### config.mk
export PLATFORM = sky130hd
export DESIGN_NAME = pc_retstack
export DESIGN_NICKNAME = d
export VERILOG_FILES = /design/src/rtl/pc_pkg.sv /design/src/rtl/pc_arbiter.sv /design/src/rtl/pc_stack.sv /design/src/rtl/pc_next.sv /design/src/rtl/pc_retstack.sv
export SDC_FILE = /design/constraint.sdc
export NUM_CORES = 1
export LEC_CHECK = 0
export BUFFER_PORTS_ARGS = -buffer_cell sky130_fd_sc_hd__buf_2
export CAP_MARGIN = 20
export CORE_MARGIN = 10
export CORE_UTILIZATION = 55
export DETAILED_ROUTE_END_ITERATION = 8
export PLACE_DENSITY_LB_ADDON = 0.08
export SETUP_SLACK_MARGIN = 0.1
export SYNTH_ARGS = -nofsm -noshare
export SYNTH_HDL_FRONTEND = slang
export SYNTH_HIERARCHICAL = 1
export SYNTH_SLANG_ARGS = --single-unit
### constraint.sdc
create_clock -name clk -period 2 [get_ports clk]
set_input_delay 0.3 -clock clk [delete_from_list [all_inputs] [get_ports clk]]
set_output_delay 0.3 -clock clk [all_outputs]
set_load 0.01 [all_outputs]
### src/rtl/pc_pkg.sv
package pc_pkg;
  typedef enum logic [2:0] {
    SEL_HOLD = 3'd0,
    SEL_INC  = 3'd1,
    SEL_JMP  = 3'd2,
    SEL_CALL = 3'd3,
    SEL_RET  = 3'd4,
    SEL_IRQ  = 3'd5
  } pc_sel_e;
endpackage

### src/rtl/pc_arbiter.sv
module pc_arbiter
  import pc_pkg::*;
(
  input  logic    cyc_en,
  input  logic    irq_take,
  input  logic    jmp_req,
  input  logic    call_req,
  input  logic    ret_req,
  output pc_sel_e sel,
  output logic    push,
  output logic    pop
);
  // priority: interrupt > call > jump > return > increment
  always_comb begin
    if (!cyc_en)       sel = SEL_HOLD;
    else if (irq_take) sel = SEL_IRQ;
    else if (call_req) sel = SEL_CALL;
    else if (jmp_req)  sel = SEL_JMP;
    else if (ret_req)  sel = SEL_RET;
    else               sel = SEL_INC;
  end

  assign push = (sel == SEL_IRQ) || (sel == SEL_CALL);
  assign pop  = (sel == SEL_RET);
endmodule

### src/rtl/pc_stack.sv
module pc_stack #(
  parameter int W = 13,
  parameter int N = 8,
  localparam int SP_W  = $clog2(N),
  localparam int DEP_W = $clog2(N + 1)
) (
  input  logic             clk,
  input  logic             rst_n,
  input  logic             push,
  input  logic             pop,
  input  logic [W-1:0]     push_data,
  output logic [W-1:0]     top_data,
  output logic [DEP_W-1:0] depth
);
  logic [W-1:0]     slot [N];
  logic [SP_W-1:0]  sp_q, sp_d;
  logic [DEP_W-1:0] dep_q, dep_d;

  // next state: pointer wraps both ways, depth saturates
  always_comb begin
    sp_d  = sp_q;
    dep_d = dep_q;
    if (push) begin
      sp_d  = sp_q + SP_W'(1);
      dep_d = (dep_q == DEP_W'(N)) ? dep_q : dep_q + DEP_W'(1);
    end else if (pop) begin
      sp_d  = sp_q - SP_W'(1);
      dep_d = (dep_q == '0) ? dep_q : dep_q - DEP_W'(1);
    end
  end

  always_ff @(posedge clk or negedge rst_n) begin
    if (!rst_n) begin
      sp_q  <= '0;
      dep_q <= '0;
    end else if (push || pop) begin
      sp_q  <= sp_d;
      dep_q <= dep_d;
    end
  end

  for (genvar i = 0; i < N; i++) begin : g_slot
    logic wr_en;
    assign wr_en = push && (sp_q == SP_W'(i));
    always_ff @(posedge clk) begin
      if (wr_en) slot[i] <= push_data;
    end
  end

  assign top_data = slot[sp_q - SP_W'(1)];
  assign depth    = dep_q;
endmodule

### src/rtl/pc_next.sv
module pc_next
  import pc_pkg::*;
#(
  parameter int          W       = 13,
  parameter logic [W-1:0] IRQ_VEC = 4
) (
  input  pc_sel_e      sel,
  input  logic [W-1:0] pc_q,
  input  logic [W-1:0] target,
  input  logic [W-1:0] pop_data,
  output logic [W-1:0] pc_d,
  output logic [W-1:0] push_data
);
  logic [W-1:0] pc_inc;
  assign pc_inc = pc_q + W'(1);

  always_comb begin
    unique case (sel)
      SEL_INC:  pc_d = pc_inc;
      SEL_JMP:  pc_d = target;
      SEL_CALL: pc_d = target;
      SEL_RET:  pc_d = pop_data;
      SEL_IRQ:  pc_d = IRQ_VEC;
      default:  pc_d = pc_q;
    endcase
  end

  // call saves the next instruction, interrupt saves the one it pre-empts
  assign push_data = (sel == SEL_IRQ) ? pc_q : pc_inc;
endmodule

### src/rtl/pc_retstack.sv
module pc_retstack
  import pc_pkg::*;
#(
  parameter int PC_W   = 13,
  parameter int STK_N  = 8,
  parameter int PAGE_W = 2,
  parameter int IRQ_AT = 4,
  localparam int DEP_W = $clog2(STK_N + 1)
) (
  input  logic              clk,
  input  logic              rst_n,
  input  logic              cyc_en,
  input  logic              irq_take,
  input  logic              jmp_req,
  input  logic              call_req,
  input  logic              ret_req,
  input  logic [PC_W-1:0]   target,
  output logic [PC_W-1:0]   fetch_addr,
  output logic [PAGE_W-1:0] page,
  output logic [DEP_W-1:0]  depth
);
  logic [1:0]      rst_sync;
  logic            rst_ok;
  pc_sel_e         sel;
  logic            push, pop;
  logic [PC_W-1:0] pc_q, pc_d, push_data, pop_data;

  always_ff @(posedge clk or negedge rst_n) begin
    if (!rst_n) rst_sync <= '0;
    else        rst_sync <= {rst_sync[0], 1'b1};
  end
  assign rst_ok = rst_sync[1];

  pc_arbiter u_arb (
    .cyc_en  (cyc_en),
    .irq_take(irq_take),
    .jmp_req (jmp_req),
    .call_req(call_req),
    .ret_req (ret_req),
    .sel     (sel),
    .push    (push),
    .pop     (pop)
  );

  pc_next #(.W(PC_W), .IRQ_VEC(PC_W'(IRQ_AT))) u_next (
    .sel      (sel),
    .pc_q     (pc_q),
    .target   (target),
    .pop_data (pop_data),
    .pc_d     (pc_d),
    .push_data(push_data)
  );

  pc_stack #(.W(PC_W), .N(STK_N)) u_stk (
    .clk      (clk),
    .rst_n    (rst_ok),
    .push     (push),
    .pop      (pop),
    .push_data(push_data),
    .top_data (pop_data),
    .depth    (depth)
  );

  always_ff @(posedge clk or negedge rst_ok) begin
    if (!rst_ok)     pc_q <= '0;
    else if (cyc_en) pc_q <= pc_d;
  end

  assign fetch_addr = pc_q;
  assign page       = pc_q[PC_W-1 -: PAGE_W];
endmodule

==> results of run 1 <==
[layout make-up]
class / instances / area [um2] / area share
clock buffers: 19 / 422 / 0.0525
clock inverters: 13 / 195 / 0.0243
inverters: 22 / 92.6 / 0.0115
multi-input cells: 239 / 2500 / 0.312
flip-flops and latches: 126 / 3680 / 0.457
well taps: 140 / 175 / 0.0218
repair buffers: 123 / 972 / 0.121
[per-stage QoR]
| step | instance area (um2) | setup TNS (ps) | std cells | total power (uW) |
|---|---|---|---|---|
| after global placement | 7010 | -14850 | 636 | 9500 |
| final | 8040 | -6260 | 682 | 14000 |
| after global routing | 8040 | -7080 | 682 | 14700 |
| after detailed placement | 7010 | -18630 | 636 | 9640 |
| after floorplan | 6230 | -7540 | 410 | 7720 |
| after CTS | 7940 | -5910 | 680 | 13900 |
[where the power goes]
part | switching (uW) | leakage [uW] | internal [uW]
clock network | 1070 | 0.000293 | 2130
registers | 332 | 0.00120 | 3740
logic | 3090 | 0.00168 | 3660
[sequential cells by signal, summed over array words and instances, names as in the netlist]
| register | count |
|---|---|
| fetch_addr | 13 |
| rst_sync | 2 |
| u_stk/depth | 4 |
| u_stk/slot | 104 |
| u_stk/sp_q | 3 |
[what timing repair did]
item                       4_1_cts  5_1_grt
pin swaps                       17       25
setup endpoints to repair       71       61
cloned                           1        0
setup buffers                   12        2
hold endpoints to repair         2        0
hold buffers                     1        0
resized for setup               49       20
[logic make-up after synthesis]
logic type                 share of synthesized area
AOI/OAI and AO/OA                             0.0774
xor gates and xnor gates                      0.0258
adders and majority gates                     0.0237
buffers and inverters                         0.0383
DFF                                            0.601
muxes                                          0.162
other                                       0.000614
and+or+nand+nor                               0.0712
[routing by layer]
metal | GRT usage | vias up
met5 | 0 | -
met4 | 0.0745 | 0
met3 | 0.0477 | 29
met2 | 0.332 | 160
met1 | 0.236 | 2082
li1 | - | 1807
[synth_stat cells (all sizes together), types with 2 or more instances]
library cell / n
a221oi: 2
o21a: 4
inv: 22
mux4: 27
or3: 2
nand4: 4
nor2b: 2
buf: 16
clkbuf: 7
a21o: 2
mux2: 26
nand3: 6
o2bb2a: 4
a21oi: 25
nor3: 4
nand2: 20
and4: 2
a2bb2oi: 2
and3: 7
and2: 4
nor2: 23
ha: 10
nand2b: 3
xnor2: 13
nor3b: 2
a211oi: 2
o22ai: 7
xor2: 5
dfrtp: 22
o21ai: 15
edfxtp: 104
[final timing paths]
check	slack [ps]	from	to	depth (start not counted)
min in group clk	170	target[2]	fetch_addr[2]	3
min reg2reg	160	rst_sync[1]	u_stk/sp_q[2]	0
max reg2reg	-570	u_stk/sp_q[0]	fetch_addr[11]	11
max	-570	u_stk/sp_q[0]	fetch_addr[11]	11
min	100	rst_n	rst_sync[0]	2
max in group asynchronous	1280	rst_sync[1]	fetch_addr[0]	1
==> impl_metrics.tcl, run 1 <==
set metrics [dict create \
    layout-drive-gt1-share 0.491 \
    routed-wl-met2_um 8000 \
    critical-path-top-delay-family "multiplexers" \
    antenna_cells 0 \
    fin_worst_skew_ps 6.37 \
    layout_common_cells "edfxtp_1, buf_4, buf_2" \
    violations "negative setup slack" \
    top_level_ports 39 \
    run_status "finished, violations left" \
    critPathRequiredTime_ps 2400 \
    maximum_ir_drop_on_the_vdd_rail_mv 1.51 \
    postSynthNetCount 441 \
    synthCells 410 \
    core.rowCount 38 \
    clk_pin_slew_ps 60 \
    final-hold-violation-count 0 \
    number_of_antenna_violations_at_the_first_check_in_global_routing 0 \
    max_cap_violations 0 \
    synth_area_per_cell_um2 14.9 \
    post_synth_num_cell_types 61 \
    met3RoutedLength_um 909 \
    tightestPinTransition_ps 679 \
    detailedPlacementHpwl_um 9560 \
    n_fill_cell 654 \
    nature_of_the_critical_path_endpoint "flip-flop" \
    detail_route.vias_per_cell 5.98 \
    floorplan.die_area_um2 15700 \
    max_stage_delay_ps 450 \
    hold-worst-slack_ps 95.1 \
    post-synth-top-area-cell "edfxtp_1" \
    setup_viol 13 \
    fin_ws_ps -574 \
    clock_tree.htree_level_count 4 \
    grt_first_pass_wirelength_um 23800 \
    routed-via-count 4078 \
    post-route-drc-count 0 \
    timing.critical_path.fanout_max 7 \
    layout.cells.most_common "edfxtp_1" \
    met1Wirelength_um 6130 \
    areaGrowthSynthToFinish_pct 31.5 \
    design.final.nets 560 \
    portBuffers 38 \
    global_route.overflow_total 0 \
    finalCritPeriodShare 1.29 \
    routed_wl_um 15400 \
    min_period_ps 2570 \
    cp_slowest_cell "dfrtp_2" \
    detailedPlace.worstSlack_ps -623 \
    commonest_register_cell_after_synthesis "edfxtp_1" \
    async_flop_share 0.175 \
    path_buf_inv 3 \
    crit_path_frequent_cell "mux2_4" \
    pin_count_of_the_biggest_net_entering_global_routing 17 \
    slew-limit-headroom 0.544 \
    routabilityCongestion 0.870 \
    drt-pass1-iter-count 5 \
    start_util 0.564 \
    maxUsedRoutingLayer "met4" \
    pwrdens_nw_per_um2 1740 \
    timing.critical_path.cells "inv_8 -> ha_4 -> buf_12 -> mux4_2 -> mux2_4 -> inv_2 -> a21oi_2 -> o22ai_2 -> a21oi_1 -> o2bb2a_2 -> mux2_4" \
    hold_path_class "in -> async" \
    tritoncts.num_buffers 17 \
    cts_tree "yes" \
    chipHeight_um 125 \
    grt_pass1_vias 4233 \
    synth_enable_flop_cells 104 \
    die_width_um 125 \
    core_region_area_um2 10800 \
    setup_repair_after_global_routing_missed_its_margin "yes" \
    critPathLaunchType "flip-flop" \
    finalCoreUtilization 0.742 \
    power.static_leakage_uw 0.00318 \
    post-synth-top-area-fraction 0.511 \
    crit_arrival_ps 2970 \
    violation_count_after_the_first_detailed_route_iteration 496 \
    synthesis.area_um2 6110 \
    synth_seq_area_share 0.601 \
    clock_tree.root_cell "clkbuf_8" \
    synth-warning-count 6 \
    clock_sinks 126 \
    timing_max_transition_violations_final 0 \
    routed_wire_length_per_instance_um 22.6 \
    yosys_register_bits 126 \
    grtUsageTotal 0.196 \
    worstSkewPairLatency_ps 510 \
    yosys-top-cells-area "edfxtp_1, dfrtp_1, mux4_2" \
    max-clock-path-buffers 2 \
    maxClockFrequency_ghz 0.389 \
    drtAntennaViolNets 0 \
    worst-setup-path-type "reg -> reg" \
]
Note: power is estimated with default switching activity, not from simulation.
==> run 2: changes to the inputs <==
- ABC_AREA: unset -> 1
==> run 2 against run 1 <==
Compared with the run above: the flow now finishes without violations; critical path depth grew 2; via count rose by 18%; sequential power shrank 5.2%; synthesized cell count up 61%; register-to-register slack improved by 670 ps; synthesized area up 0.14%; setup slack improved by 670 ps; die area grew 0.13%; critical path type unchanged.
==> impl_metrics.tcl, run 2 <==
set metrics [dict create \
    crit_path_frequent_cell "nand2_1" \
    clock_tree.root_cell "clkbuf_8" \
    worstSkewPairLatency_ps 520 \
    number_of_antenna_violations_at_the_first_check_in_global_routing 0 \
    core.rowCount 38 \
    commonest_register_cell_after_synthesis "edfxtp_1" \
    detailedPlace.worstSlack_ps -196 \
    layout_common_cells "nand2_1, nor2_1, edfxtp_1" \
    floorplan.die_area_um2 15700 \
    synthesis.area_um2 6120 \
    critPathRequiredTime_ps 2460 \
    clk_pin_slew_ps 60 \
    postSynthNetCount 692 \
    chipHeight_um 125 \
    yosys-top-cells-count "nand2_1, nor2_1, edfxtp_1" \
    synth_most_common_cell "nand2_1" \
    detail_route.vias_per_cell 5.46 \
    tns_ps 0 \
    portBuffers 38 \
    run_status "finished, final reports clean" \
    detailedPlacementHpwl_um 9580 \
    nature_of_the_critical_path_endpoint "flip-flop" \
    critPathLaunchType "flip-flop" \
    synth_seq_area_share 0.600 \
    crit_arrival_ps 2370 \
    clock_power_share 0.215 \
    clock_tree.htree_level_count 4 \
    maximum_ir_drop_on_the_vdd_rail_mv 0.887 \
    final-hold-violation-count 0 \
    grtUsageTotal 0.189 \
    routed_wire_length_per_instance_um 17.2 \
    routed_wl_um 15200 \
    tritoncts.num_buffers 17 \
    max_stage_delay_ps 420 \
    design_power_total_uw 12500 \
    post-route-drc-count 0 \
    power_switching_share 0.420 \
    maxClockFrequency_ghz 0.525 \
    core_region_area_um2 10900 \
    routed-via-count 4818 \
    largest_reg_flops 104 \
    layout-drive-gt1-share 0.214 \
    setup_viol 0 \
    timing.critical_path.fanout_max 8 \
    design.final.nets 761 \
    finalCritPeriodShare 0.952 \
    post-synth-top-area-cell "edfxtp_1" \
    grt_pass1_vias 4563 \
    grt_first_pass_wirelength_um 23500 \
    synth_area_per_cell_um2 9.26 \
    fin_worst_skew_ps 6.58 \
    die_width_um 125 \
    clock_sinks 126 \
    drt-pass1-iter-count 5 \
    worst-setup-path-type "reg -> reg" \
    fin_ws_ps 95.8 \
    timing_max_transition_violations_final 0 \
    async_flop_share 0.175 \
    max_cap_violations 0 \
    power_switching_uw 5240 \
    min_period_ps 1900 \
    timing.critical_path.cells "inv_6 -> ha_4 -> buf_12 -> inv_6 -> nor2_1 -> o21ai_0 -> nand2_1 -> nand2_1 -> nand2_2 -> nand2_1 -> nand4_1 -> nand2_1 -> nand2_1" \
    cp_slowest_cell "dfrtp_2" \
    pwrdens_nw_per_um2 1670 \
    timing.rr.start "u_stk/sp_q[0]" \
    antenna_cells 0 \
    tightestPinTransition_ps 735 \
    finalCoreUtilization 0.688 \
    comb_power_share 0.476 \
    areaGrowthSynthToFinish_pct 22.4 \
    power.internal_uw 7250 \
    drtAntennaViolNets 0 \
    yosys-top-cells-area "edfxtp_1, nand2_1, dfrtp_1" \
    violation_count_after_the_first_detailed_route_iteration 517 \
    slew-limit-headroom 0.505 \
    power.share.sequential 0.309 \
    yosys_register_bits 126 \
    max-clock-path-buffers 2 \
    setup_repair_after_global_routing_missed_its_margin "yes" \
    synth-warning-count 6 \
    routabilityCongestion 0.823 \
    synth_enable_flop_cells 104 \
    start_util 0.562 \
    global_route.overflow_total 0 \
    pin_count_of_the_biggest_net_entering_global_routing 55 \
    cts_tree "yes" \
    synthCells 661 \
    worst_setup_path_startpoint "u_stk/sp_q[0]" \
    layout.cells.most_common "nand2_1" \
    post-synth-top-area-fraction 0.510 \
    top_level_ports 39 \
    registers.top_by_ff_count "u_stk/slot" \
    post_synth_num_cell_types 34 \
    hold_path_class "in -> async" \
    power.static_leakage_uw 0.00310 \
]
-- run 2: area by class of cell --
class                   instances  area (um2)
multi-input cells             471        2270
well taps                     140         175
flip-flops and latches        126        3670
repair inverters                2        20.0
clock buffers                  17         414
repair buffers                 76         673
clock inverters                15         115
inverters                      36         155
fillers                       812        3390
-- run 2: cells by family after synthesis --
logic type	after synthesis	share of synthesized area
other	1	0.000613
adder cells (fa/ha/maj)	11	0.0237
AND/OR/NAND/NOR	372	0.245
flip-flops	126	0.600
buffers and inverters	64	0.0503
AO/OA/AOI/OAI	78	0.0664
XOR/XNOR	9	0.0141
-- run 2: power groups by stage --
stage          Sequential [uW]  Combinational (uW)  Clock [uW]
6_report                  3860                5940        2690
5_1_grt                   3910                6550        2850
4_1_cts                   3860                5020        2740
3_5_place_dp              3910                4930           0
3_3_place_gp              3890                4820           0
2_1_floorplan             3910                3360           0
-- run 2: per-stage QoR --
step           cells  hold slack, ps  cell area, um2
3_3_place_gp     843            83.2            6740
6_report         883            84.9            7490
3_5_place_dp     843            87.2            6740
4_1_cts          877            58.7            7300
2_1_floorplan    661            4.41            6200
5_1_grt          883            66.3            7490
-- run 2: critical path: cells and delay by family (launching register included) --
kind,cells,cell delay [ps]
fa+ha+maj,1,410
flops,1,420
buf+inv,3,230
compound gates,1,110
simple gates,8,650
-- run 2: per-layer routing --
metal,GRT usage,part of all wire,vias up
met5,0,0,-
li1,-,-,2337
met2,0.294,0.46,187
met3,0.0575,0.078,22
met1,0.246,0.45,2272
met4,0.0596,0.013,0
-- run 2: path summary, 6_finish.rpt --
kind / end / slack, ps / depth (start not counted)
min in group clk: fetch_addr[6] / 100 / 5
worst min register to register: u_stk/depth[2] / 220 / 1
worst max-delay path: fetch_addr[3] / 100 / 13
worst max register to register: fetch_addr[3] / 100 / 13
worst min-delay path: rst_sync[1] / 80 / 2
max in group asynchronous: u_stk/sp_q[0] / 1540 / 1
-- run 2: repair_timing --
item | in CTS | in global routing
hold buffers | 1 | 0
resized for setup | 2 | 46
gates cloned | 0 | 3
endpoints found under the hold margin | 2 | 0
pin swaps | 1 | 18
buffers inserted | 1 | 3
setup endpoints to repair | 6 | 37
